## src/rtl/brk_pkg.sv

```systemverilog
package brk_pkg;
  typedef enum logic [1:0] {
    SZ_BYTE = 2'd0,
    SZ_WORD = 2'd1,
    SZ_LONG = 2'd2,
    SZ_ANY  = 2'd3
  } size_e;

  typedef struct packed {
    logic       dcmp;
    logic [1:0] msel;
    logic [1:0] tsel;
    logic [1:0] ssel;
    logic       en;
  } ctrl_t;

  localparam int unsigned CTRL_W = $bits(ctrl_t);

  localparam logic [2:0] IDX_BADDR = 3'd0;
  localparam logic [2:0] IDX_AMASK = 3'd1;
  localparam logic [2:0] IDX_BDATA = 3'd2;
  localparam logic [2:0] IDX_DMASK = 3'd3;
  localparam logic [2:0] IDX_CTRL  = 3'd4;
  localparam logic [2:0] IDX_CLR   = 3'd5;
endpackage

```

## src/rtl/brk_regs.sv

```systemverilog
module brk_regs
  import brk_pkg::*;
#(
  parameter int unsigned AW = 32,
  parameter int unsigned DW = 32
) (
  input  logic          clk,
  input  logic          rst,
  input  logic          cfg_we,
  input  logic [2:0]    cfg_idx,
  input  logic [DW-1:0] cfg_wdata,
  output logic [AW-1:0] baddr,
  output logic [AW-1:0] amask,
  output logic [DW-1:0] bdata,
  output logic [DW-1:0] dmask,
  output ctrl_t         ctl,
  output logic          clr_req
);
  always_ff @(posedge clk) begin
    if (rst) begin
      baddr <= '0;
      amask <= '0;
      bdata <= '0;
      dmask <= '0;
      ctl   <= '0;
    end else if (cfg_we) begin
      case (cfg_idx)
        IDX_BADDR: baddr <= cfg_wdata[AW-1:0];
        IDX_AMASK: amask <= cfg_wdata[AW-1:0];
        IDX_BDATA: bdata <= cfg_wdata;
        IDX_DMASK: dmask <= cfg_wdata;
        IDX_CTRL:  ctl   <= ctrl_t'(cfg_wdata[CTRL_W-1:0]);
        default: ;
      endcase
    end
  end

  assign clr_req = cfg_we && (cfg_idx == IDX_CLR) && cfg_wdata[0];
endmodule

```

## src/rtl/brk_addr_cmp.sv

```systemverilog
module brk_addr_cmp
  import brk_pkg::*;
#(
  parameter int unsigned AW = 32
) (
  input  logic [AW-1:0] bus_addr,
  input  logic [1:0]    bus_size,
  input  logic [AW-1:0] baddr,
  input  logic [AW-1:0] amask,
  input  logic [1:0]    ssel,
  output logic          addr_ok,
  output logic          size_ok
);
  localparam int unsigned LOW = 2;

  logic [AW-1:0] keep;
  logic [AW-1:0] diff;

  genvar g;
  generate
    for (g = 0; g < AW; g++) begin : g_keep
      if (g >= LOW) begin : g_hi
        assign keep[g] = 1'b1;
      end else if (g == 1) begin : g_b1
        assign keep[g] = (bus_size != SZ_LONG);
      end else begin : g_b0
        assign keep[g] = (bus_size == SZ_BYTE);
      end
    end
  endgenerate

  assign diff    = (bus_addr ^ baddr) & ~amask & keep;
  assign addr_ok = (diff == '0);
  assign size_ok = (ssel == SZ_ANY) || (ssel == bus_size);
endmodule

```

## src/rtl/brk_data_cmp.sv

```systemverilog
module brk_data_cmp
  import brk_pkg::*;
#(
  parameter int unsigned DW = 32
) (
  input  logic [DW-1:0] bus_data,
  input  logic          lane_hi,
  input  logic [1:0]    bus_size,
  input  logic [DW-1:0] bdata,
  input  logic [DW-1:0] dmask,
  output logic          data_ok
);
  localparam int unsigned BW = 8;
  localparam int unsigned HW = 2 * BW;

  logic [BW-1:0] lane;
  logic          byte_ok;
  logic          half_ok;
  logic          full_ok;

  assign lane    = lane_hi ? bus_data[HW-1:BW] : bus_data[BW-1:0];
  assign byte_ok = ((lane ^ bdata[BW-1:0]) & ~dmask[BW-1:0]) == '0;
  assign half_ok = ((bus_data[HW-1:0] ^ bdata[HW-1:0]) & ~dmask[HW-1:0]) == '0;

  generate
    if (DW > HW) begin : g_wide
      logic [DW-HW-1:0] upper_diff;
      assign upper_diff = (bus_data[DW-1:HW] ^ bdata[DW-1:HW]) & ~dmask[DW-1:HW];
      assign full_ok    = half_ok && (upper_diff == '0);
    end else begin : g_narrow
      assign full_ok = half_ok;
    end
  endgenerate

  always_comb begin
    case (bus_size)
      SZ_BYTE: data_ok = byte_ok;
      SZ_WORD: data_ok = half_ok;
      default: data_ok = full_ok;
    endcase
  end
endmodule

```

## src/rtl/brk_cmp_top.sv

```systemverilog
module brk_cmp_top
  import brk_pkg::*;
#(
  parameter int unsigned AW = 32,
  parameter int unsigned DW = 32
) (
  input  logic          clk,
  input  logic          rst,
  input  logic          cfg_we,
  input  logic [2:0]    cfg_idx,
  input  logic [DW-1:0] cfg_wdata,
  input  logic          bus_valid,
  input  logic [AW-1:0] bus_addr,
  input  logic [DW-1:0] bus_data,
  input  logic [1:0]    bus_size,
  input  logic          bus_fetch,
  input  logic          bus_dma,
  output logic          brk_pulse,
  output logic          brk_sticky
);
  logic [AW-1:0] baddr, amask;
  logic [DW-1:0] bdata, dmask;
  ctrl_t         ctl;
  logic          clr_req;
  logic          ctl_en, ctl_dcmp;
  logic          addr_ok, size_ok, data_ok;
  logic          type_ok, mstr_ok, dact, dma_block, hit;

  brk_regs #(.AW(AW), .DW(DW)) u_regs (
    .clk(clk), .rst(rst), .cfg_we(cfg_we), .cfg_idx(cfg_idx),
    .cfg_wdata(cfg_wdata), .baddr(baddr), .amask(amask),
    .bdata(bdata), .dmask(dmask), .ctl(ctl), .clr_req(clr_req)
  );

  brk_addr_cmp #(.AW(AW)) u_addr (
    .bus_addr(bus_addr), .bus_size(bus_size), .baddr(baddr),
    .amask(amask), .ssel(ctl.ssel), .addr_ok(addr_ok), .size_ok(size_ok)
  );

  brk_data_cmp #(.DW(DW)) u_data (
    .bus_data(bus_data), .lane_hi(bus_addr[0]), .bus_size(bus_size),
    .bdata(bdata), .dmask(dmask), .data_ok(data_ok)
  );

  assign ctl_en    = ctl.en;
  assign ctl_dcmp  = ctl.dcmp;
  assign type_ok   = ctl.tsel[1] || (ctl.tsel[0] == !bus_fetch);
  assign mstr_ok   = ctl.msel[1] || (ctl.msel[0] == bus_dma);
  assign dact      = ctl.dcmp && !bus_fetch;
  assign dma_block = dact && bus_dma && (bus_size == SZ_LONG);
  assign hit       = bus_valid && ctl.en && addr_ok && size_ok && type_ok
                     && mstr_ok && (!dact || data_ok) && !dma_block;

  always_ff @(posedge clk) begin
    if (rst) begin
      brk_pulse  <= 1'b0;
      brk_sticky <= 1'b0;
    end else begin
      brk_pulse <= hit;
      if (hit)          brk_sticky <= 1'b1;
      else if (clr_req) brk_sticky <= 1'b0;
    end
  end
endmodule

```

## config.mk

```make
export PLATFORM = sky130hd
export DESIGN_NAME = brk_cmp_top
export DESIGN_NICKNAME = d
export VERILOG_FILES = /design/src/rtl/brk_pkg.sv /design/src/rtl/brk_regs.sv /design/src/rtl/brk_addr_cmp.sv /design/src/rtl/brk_data_cmp.sv /design/src/rtl/brk_cmp_top.sv
export SDC_FILE = /design/constraint.sdc
export NUM_CORES = 1
export LEC_CHECK = 0
export ABC_AREA = 1
export BUFFER_PORTS_ARGS = -buffer_cell sky130_fd_sc_hd__buf_2
export CAP_MARGIN = 15
export CORE_ASPECT_RATIO = 1.5
export CORE_MARGIN = 4
export CORE_UTILIZATION = 25
export CTS_CLUSTER_SIZE = 20
export DETAILED_ROUTE_END_ITERATION = 10
export GPL_ROUTABILITY_DRIVEN = 0
export GPL_TIMING_DRIVEN = 0
export PLACE_DENSITY = 0.4
export SYNTH_ARGS = -nofsm -noshare
export SYNTH_HDL_FRONTEND = slang
export SYNTH_SLANG_ARGS = --single-unit
```

## constraint.sdc

```tcl
create_clock -name clk -period 1.3 [get_ports clk]
set_input_delay 0.26 -clock clk [delete_from_list [all_inputs] [get_ports clk]]
set_output_delay 0.26 -clock clk [all_outputs]
set_load 0.01 [all_outputs]
```

== Word-level counts from Yosys, hierarchy flattened ==
Cells that the tools add are included.
Operators by class
  reductions and logical operators: 32
  equality and inequality tests: 12
  bitwise operators: 13
  muxes and demuxes: 4
Operators with widths (number)
  32-bit bitwise AND: 2
  16-bit bitwise AND: 2
  16-bit logical NOT: 2
  32-bit logical NOT: 1
  16-bit inverter: 2
  32-bit inverter: 1
  16-bit bitwise XOR: 2
  32-bit bitwise XOR: 1
  1-bit logical AND: 13
  2-bit AND reduction: 5
  8-bit bitwise AND: 1
  8-bit logical NOT: 1
  8-bit two-way mux: 1
  8-bit inverter: 1
  8-bit bitwise XOR: 1
  3-bit by 2-bit equality test with 1-bit output (second input constant): 2
  3-bit equality test (second input constant): 2
  2-bit equality test (second input constant): 2
  1-bit logical OR: 4
  3-bit by 1-bit equality test with 1-bit output (second input constant): 1
  1-bit logical NOT: 3
  3-bit logical NOT: 1
  1-bit equality test: 2
  2-bit by 1-bit equality test with 1-bit output (second input constant): 1
  6 further kinds: 7
Word-level totals
  flip-flop bits (word level): 138
  output and inout bits: 2
  input bits: 107
  word-level logic and storage cells: 72

== Longest topological paths before layout ==
Gate-level depths: netlist (run 1).
  depth after elaboration: 11
  gate-level depth with buffers: 13
  mapped depth without buffers: 13

== Hierarchy ==
From an unflattened synthesis (run 1), not the netlist that was laid out.
Second synthesis, totals
  cells, all modules: 1267
  area, all modules: 7448.4 um2
Modules (own cells, without submodules)
  brk_regs: cells an instance 784, area an instance 5378.9 um2, instances 1
  brk_data_cmp: cells an instance 245, area an instance 1046.0 um2, instances 1
  brk_addr_cmp: cells an instance 211, area an instance 877.1 um2, instances 1
  brk_cmp_top: cells an instance 27, area an instance 146.4 um2, instances 1

== Least setup slack after synthesis (run 1) ==
Ideal clock, no wire load.
  path kind: register to register
  start point: register, netlist name u_regs.ctl[2]
  end point: register brk_sticky
  library setup time: 58 ps
  data arrival time: 1085 ps
  data required time: 1242 ps
  stages on the path, launching flop included: 9
  path slack: 157 ps
  cell sequence: dfxtp_1 -> or2_1 -> nand3_1 -> nand2_1 -> nor3_1 -> nand4_1 -> nor2_1 -> nand2_1 -> nand2_1
On the way
  word-level cells in the longest chain between the ends: 8
  elaborated cells between the ends (all ways): 10
  those cells by class: eq/ne: 2; mux: 1; reduce/logical: 7
RTL lines
  2-bit equality test: RTL line brk_addr_cmp.sv:34  | assign size_ok = (ssel == SZ_ANY) || (ssel == bus_size);
  1-bit logical OR *: RTL line brk_addr_cmp.sv:34
  1-bit logical AND * (2 in a row): RTL line brk_cmp_top.sv:51  | assign hit = bus_valid && ctl.en && addr_ok && size_ok && type_ok
  1-bit logical AND * (3 in a row): RTL line brk_cmp_top.sv:52  | && mstr_ok && (!dact || data_ok) && !dma_block;
  1-bit two-way mux or 2-bit nonzero test (tied branches)
  to (signal assigned): RTL line brk_cmp_top.sv:57  | brk_sticky <= 1'b0;
  to (signal assigned): RTL line brk_cmp_top.sv:60  | if (hit) brk_sticky <= 1'b1;
  to (signal assigned): RTL line brk_cmp_top.sv:61  | else if (clr_req) brk_sticky <= 1'b0;
  to (decl): RTL line brk_cmp_top.sv:19  | output logic brk_sticky
Every way passes the cells marked *; elsewhere a longest branch is shown, timed or not.
A chain may end at the register's enable or synchronous reset.

== Worst setup path after layout (run 1) ==
  start point: register u_regs.bdata[29]
  end point: register brk_sticky
On the way
  word-level cells in the longest chain between the ends: 9
  elaborated cells between the ends (all ways): 10
  those cells by class: mux: 2; bitwise: 2; reduce/logical: 6
RTL lines
  from (decl): RTL line brk_regs.sv:14  | output logic [DW-1:0] bdata,
  from (signal assigned): RTL line brk_regs.sv:30  | IDX_BDATA: bdata <= cfg_wdata;
  16-bit bitwise XOR *: RTL line brk_data_cmp.sv:28  | assign upper_diff = (bus_data[DW-1:HW] ^ bdata[DW-1:HW]) & ~dmask[DW-1:HW];
  16-bit bitwise AND *: RTL line brk_data_cmp.sv:28
  16-bit logical NOT *: RTL line brk_data_cmp.sv:29  | assign full_ok = half_ok && (upper_diff == '0);
  1-bit logical AND *: RTL line brk_data_cmp.sv:29
  1-bit case mux with 2 select lines *: RTL line brk_data_cmp.sv:36  | case (bus_size)
  1-bit logical OR *: RTL line brk_cmp_top.sv:52
  1-bit logical AND * (2 in a row): RTL line brk_cmp_top.sv:52
  1-bit two-way mux or 2-bit nonzero test (tied branches)
Marks and branches as above.

==> results of run 1 <==
==> final cells by class <==
type	count	area [µm²]
fillers	2821	17200
well taps	328	410
plain buffers	41	223
multi-input cells	680	3030
flip-flops and latches	138	2770
inverters	102	383
clock inverters	8	140
repair buffers	108	541
clock buffers	23	488
==> sequential cells by signal, indices dropped and copies added (netlist names) <==
register and count:
u_regs.amask 32, u_regs.baddr 32, u_regs.bdata 32, u_regs.dmask 32
u_regs.ctl 8, brk_pulse 1, brk_sticky 1
==> cell families after synthesis <==
group / share of synthesized area (%)
buffers and inverters: 9.43
and+or+nand+nor: 27.3
AOI/OAI and AO/OA: 17.5
xor gates and xnor gates: 2.47
DFF: 43.3
==> power groups by stage <==
stage | registers, W | clock network [W] | logic (W)
2_1_floorplan | 0.00453 | 0 | 0.000633
3_3_place_gp | 0.00454 | 0 | 0.00119
3_5_place_dp | 0.00454 | 0 | 0.00119
4_1_cts | 0.00445 | 0.00537 | 0.00120
5_1_grt | 0.00447 | 0.00551 | 0.00134
6_report | 0.00445 | 0.00523 | 0.00117
==> through the flow <==
stage / power, W / utilization, %
finish: 0.0109 / 31.7
global route: 0.0113 / 31.7
CTS: 0.0110 / 31.7
detailed placement: 0.00573 / 29.2
global placement: 0.00573 / 29.2
floorplan: 0.00516 / -
==> worst max-delay path, delay by kind of cell (launching register included) <==
family	cells	cell delay, ns
flops	1	0.35
simple gates	12	1.01
==> layout by cell type, fill, tap and decap left out, types with 2 or more instances in the layout <==
cell type and count:
a21oi_1 66, buf_2 121, buf_4 3, buf_6 5
bufinv_16 4, clkbuf_1 19, clkbuf_16 17, clkbuf_2 3
clkbuf_8 4, clkinv_2 4, dfxtp_1 136, dfxtp_2 2
inv_1 95, inv_2 6, nand2_1 161, nand3_1 34
nand4_1 3, nor2_1 233, nor2_2 3, nor3_1 2
o21ai_0 123, o21ai_1 26, o22ai_1 2, xnor2_1 15
xor2_1 3
==> routing by layer <==
metal	GRT usage, %	share of wire, %	up-vias
met4	6.81	3.2	0
met5	0	0	-
met2	30.9	51	130
met1	19.6	43	2896
met3	2.96	3.0	29
li1	-	-	3304
==> worst paths after layout <==
check	start	endpoint	slack, ns	depth (start not counted)
worst max-delay path	u_regs.bdata[29]	brk_sticky	-0.1	12
worst max register to register	u_regs.bdata[29]	brk_sticky	-0.1	12
worst min register to register	u_regs.amask[28]	u_regs.amask[28]	0.45	2
worst min-delay path	cfg_wdata[19]	u_regs.baddr[19]	0.14	3
==> what timing repair did <==
item                                    CTS  global route
endpoints found under the setup margin   11            16
hold endpoints to repair                  0             0
resized for setup                         6             7
pin swaps                                 1             7
==> key figures, run 1 <==
Status
  – Status: complete, but fails checks
  – Failing checks: setup timing

Finish
  – # diodes: 0
  – Layout cells sized above 1: 16.1%
  – Final instance area: 7980 µm²
  – Final Non-Filler Cells: 1428
  – Net count, final: 1195
  – Area Overhead vs Synth: 25.0%

Worst setup path
  – Worst setup EP type: register
  – Class of the most critical setup path: register to register
  – Most prevalent standard cell on the critical path: nand2_1
  – Worst-path maximum fanout: 3
  – CP max-delay cell: dfxtp_1
  – Worst-path cell chain: nand2_1 -> nand2_1 -> nor2_1 -> nor2_1 -> nand2_1 -> nor2_1 -> nand2_1 -> nand2_1 -> nand3_1 -> nand2_1 -> nand2_1 -> nand2_1
  – Worst setup SP type: register
  – Crit-path max cell delay: 0.35 ns
  – WP data arrival: 1.77 ns
  – Req. time, crit path: 1.67 ns

STA
  – Final period util: 107%
  – Clock Skews: 0.00880 ns
  – Setup Viol. Count Final: 2
  – Final Max Slew Viols: 0
  – Setup ws final: -0.0964 ns
  – Max-slew headroom: 53.0%
  – Unrepaired setup endpoints after global routing: yes
  – Worst hold margin: 0.142 ns
  – Fin. Hold Viols: 0
  – Measured slew at the worst slew-check pin: 0.705 ns
  – Max Freq: 0.716 GHz
  – Min Tclk post-route: 1.40 ns
  – TNS Setup: -0.185 ns

Pwr
  – Logic pwr share: 10.8%
  – Cell Pwr Density: 1360 nW/µm²
  – Max IR drop VDD: 0.000880 V
  – Share of power burned in the clock network: 48.2%
  – NetSw: 0.00266 W
  – Seq pwr share: 41.0%
  – Leakage: 3.58 nW
  – Pint: 0.00820 W
  – Sw frac: 24.5%

Placed design
  – HPWL after DPL: 18300 µm
  – Placed instance area: 7330 µm²
  – PortBufs: 108
  – Pre-CTS WS: -0.472 ns
  – Placed cells: 1397

Global routing
  – Largest net degree at the start of global routing: 17
  – First-pass GRT wire length: 36000 µm
  – Total gr overflow: 0
  – GR Util All Layers: 17.0%
  – Vias in the first global route: 6201
  – Initial antenna violation count: 0

CTS
  – Clk_lat worst skew: 0.42 ns
  – Clock buffer depth: 2
  – Cts bufs inserted: 17
  – CTS Root Buffer Type: clkbuf_16
  – CTS tree: built
  – CTS clk-pin slew, worst paths: 0.06 ns
  – Post-CTS Setup Inserts: 0
  – Sink Count: 138
  – Cts hold-fix bufs: 0
  – H-tree level count: 4

Drt
  – WL final: 23800 µm
  – Iter 0 DRT Violations: 325
  – Routed wirelength normalized by instance count: 16.7 µm
  – DRC viols: 0
  – Vias/cell: 4.45
  – Routed via count: 6359
  – 1st-pass router iterations: 5
  – Post-route ant nets: 0

Yosys
  – EDFF count, synth: 0
  – Top-count cell post-synth: nor2_1
  – Area leader, netlist: dfxtp_1
  – Yosys cell types: 27
  – Ys async rst share: 0%
  – Mapped Cells: 961
  – Yosys warns: 0
  – #FFs+latches synth: 138
  – Share of the synthesized area in the top cell type: 43.3%
  – Mean Syn Cell Area: 6.64 µm²
  – Synthesized cell area: 6380 µm²
  – Post-Synthesis Net Count: 1068
  – Post-synth top flop: dfxtp_1
  – Sequential area share after synthesis: 43.3%
  – Top cells by area, synth: dfxtp_1 43%, nor2_1 14%, o21ai_0 9.9%
  – Most instantiated cells after synthesis: 234 x nor2_1, 161 x nand2_1, 138 x dfxtp_1

Floorplan
  – Die footprint: 28200 µm²
  – Core area: 25100 µm²
  – Die Y: 204 µm
  – Row count: 71
  – Initial Utilization: 25.4%
  – Die width: 138 µm
  – Top Ports: 109

Run
  – Max-Cap Viols: 0

Worst hold path
  – Hold WC Path Type: primary input to register
No activity file was read; power rests on OpenSTA's default activity.
==> inputs of run 2 (changes only) <==
- CELL_PAD_IN_SITES_DETAIL_PLACEMENT: default -> 1
- CELL_PAD_IN_SITES_GLOBAL_PLACEMENT: default -> 1
- CORE_MARGIN: 4 -> 3
- PLACE_DENSITY: 0.4 -> 0.53
==> run 2 against run 1 <==
  * The flow still finishes with violations (setup timing)
  * Sequential share of layout area about the same
  * Wire length increased by 4.5%
  * Core utilization increased by 0.18 points
  * Clock-buffer cell count decreased by 6
  * Die area decreased by 2.4%
  * Maximum frequency increased by 0.77%
  * Global-route usage increased by 1.7 points
  * Hold slack got worse by 0.036 ns
  * Critical path depth decreased by 3
  * Worst setup slack improved by 0.011 ns
  * Clock skew decreased by 0.0030 ns
  * Cell count increased by 0.14%
  * Critical path type unchanged
==> key figures, run 2 (same netlist as run 1, synthesis figures left out) <==
Global routing
  – First-pass GRT wire length: 38100 µm (+5.8%)
  – Total gr overflow: 0 (unchanged)
  – Largest net degree at the start of global routing: 17 (unchanged)
  – GR Util All Layers: 18.7% (+1.7 points)
  – Initial antenna violation count: 1 (+1)
  – Vias in the first global route: 6689 (+7.9%)

Drt
  – 1st-pass router iterations: 4 (-1)
  – Vias/cell: 4.47 (+0.36%)
  – WL final: 24900 µm (+4.5%)
  – Routed via count: 6391 (+0.50%)
  – Iter 0 DRT Violations: 202 (-38%)
  – DRC viols: 0 (unchanged)
  – Post-route ant nets: 0 (unchanged)
  – Routed wirelength normalized by instance count: 17.4 µm (+4.4%)

STA
  – Clock Skews: 0.00580 ns (-0.00300 ns)
  – Setup Viol. Count Final: 2 (unchanged)
  – Worst hold margin: 0.106 ns (-0.0361 ns)
  – Final period util: 107% (-0.82 points)
  – Unrepaired setup endpoints after global routing: yes
  – Max Freq: 0.722 GHz (+0.77%)
  – Final Max Slew Viols: 0 (unchanged)
  – Setup ws final: -0.0857 ns (+0.0107 ns)
  – Fin. Hold Viols: 0 (unchanged)
  – Measured slew at the worst slew-check pin: 0.595 ns (-0.109 ns)
  – Min Tclk post-route: 1.39 ns (-0.0107 ns)
  – Max-slew headroom: 60.3% (+7.3 points)

Pwr
  – Cell Pwr Density: 1320 nW/µm² (-3.2%)
  – Tot Pwr: 0.0106 W (-2.7%)
  – Leakage: 3.59 nW (+0.13%)
  – Max IR drop VDD: 0.000879 V (about the same)

CTS
  – CTS tree: built
  – CTS Root Buffer Type: clkbuf_16
  – H-tree level count: 4 (unchanged)
  – CTS clk-pin slew, worst paths: 0.06 ns (about the same)
  – Clk_lat worst skew: 0.43 ns (about the same)
  – Cts bufs inserted: 17 (unchanged)
  – Cts hold-fix bufs: 0 (unchanged)
  – Clock buffer depth: 2 (unchanged)
  – Sink Count: 138 (unchanged)

Floorplan
  – Die width: 136 µm (-1.4%)
  – Die Y: 202 µm (-0.98%)
  – Core area: 25100 µm² (unchanged)
  – Top Ports: 109 (unchanged)
  – Die footprint: 27500 µm² (-2.4%)
  – Row count: 71 (unchanged)
  – Initial Utilization: 25.4% (unchanged)

Worst hold path
  – Worst hold endpoint: u_regs.bdata[22]
  – Hold depth: 3 (unchanged)
  – Min-delay src: cfg_wdata[22]
  – Hold WC Path Type: primary input to register

Finish
  – Commonest non-fill, non-tap cells in the layout: 222 x nor2_1, 153 x nand2_1, 125 x dfxtp_1, 121 x buf_2, 120 x o21ai_0
  – Commonest non-fill, non-tap cell in the layout: nor2_1
  – Area Overhead vs Synth: 25.7%
  – Layout cells sized above 1: 20.1% (+4.0 points)
  – Net count, final: 1196 (+0.084%)
  – Fill cell count: 3229 (+14%)
  – Final instance area: 8030 µm² (+0.58%)
  – Final Non-Filler Cells: 1430 (+0.14%)

Status
  – Status: complete, but fails checks
  – Failing checks: setup timing

Worst setup path
  – FF-to-FF Start: u_regs.baddr[9]
  – Req. time, crit path: 1.67 ns (about the same)
  – Crit path buf inv count: 0 (unchanged)
  – Worst setup SP type: register
  – Delay-heaviest family, CP: simple AND/OR/NAND/NOR gates
  – WP data arrival: 1.75 ns (-0.02 ns)
  – Most prevalent standard cell on the critical path: nand2_1
  – CP max-delay cell: dfxtp_2
  – R2r setup slk: -0.09 ns (about the same)
  – Worst setup EP type: register
  – Crit-path max cell delay: 0.32 ns (-0.03 ns)
  – Worst-path maximum fanout: 3 (unchanged)
  – Worst Reg2Reg Path Length in Cells: 9 (-3)
  – Worst-path cell chain: nor2_1 -> nor2_1 -> nand2_1 -> nand4_1 -> nor3_2 -> nand2_1 -> nor2_2 -> nand2_2 -> nand2_1
  – Class of the most critical setup path: register to register
  – FF-to-FF End: brk_sticky

Placed design
  – PortBufs: 108 (unchanged)
  – Pre-CTS WS: -0.709 ns (-0.236 ns)
  – HPWL after DPL: 19200 µm (+4.7%)
  – Placed instance area: 7330 µm² (unchanged)
  – Placed cells: 1397 (unchanged)

Run
  – Max-Cap Viols: 0 (unchanged)
==> run 2: power by group <==
part | total [W] | internal, W | leakage (nW) | switching [W]
registers | 0.00446 | 0.00438 | 1.13 | 0.0000743
clock network | 0.00491 | 0.00298 | 0.284 | 0.00193
logic | 0.00120 | 0.000434 | 2.18 | 0.000765
==> run 2: worst min-delay path, cell delays in order <==
cell and delay (ns):
buf_2 0.11, nor2_1 0.05, nor2_1 0.08
==> run 2: stage by stage <==
step,utilization [%],TNS (ns)
finish,31.9,-0.154
global route,31.9,-0.364
CTS,31.6,-1.17
detailed placement,29.2,-50.58
global placement,29.2,-49.83
floorplan,-,0
==> run 2: timing repair <==
item,CTS,global route
gates resized for setup,13,52
pin swaps,8,23
setup endpoints to repair,30,65
buffers inserted,0,1
cloned,0,0
==> run 2: final cells by class <==
type                            instances  area [µm²]  share of cell area [%]
Multi-Input combinational cell        680        3090                    38.5
Tap cell                              328         410                    5.11
Buffer                                 41         231                    2.88
Inverter                              102         383                    4.77
Antenna cell                            1        2.50                  0.0312
Timing Repair Buffer                  109         548                    6.83
Clock inverter                         14         156                    1.95
Clock buffer                           17         425                    5.30
Sequential cell                       138        2780                    34.6
==> run 2: routing by layer <==
| layer | GRT usage (%) | wire, µm | share of wire, % |
|---|---|---|---|
| met1 | 20.8 | 10100 | 41 |
| met2 | 34.8 | 13500 | 54 |
| met3 | 2.93 | 697 | 2.8 |
| met4 | 7.13 | 587 | 2.4 |
| met5 | 0 | 0 | 0 |
==> run 2: worst max-delay path by stage <==
stage | from | endpoint | slack (ns) | cells past startpoint
4_1_cts | u_regs.baddr[9] | brk_sticky | -0.21 | 9
3_5_place_dp | rst | u_regs.bdata[15] | -0.71 | 6
6_report | u_regs.baddr[9] | brk_sticky | -0.09 | 9
2_1_floorplan | u_regs.ctl[2] | brk_sticky | 0.16 | 8
3_3_place_gp | rst | u_regs.bdata[21] | -0.68 | 6
5_1_grt | u_regs.bdata[15] | brk_sticky | -0.19 | 12
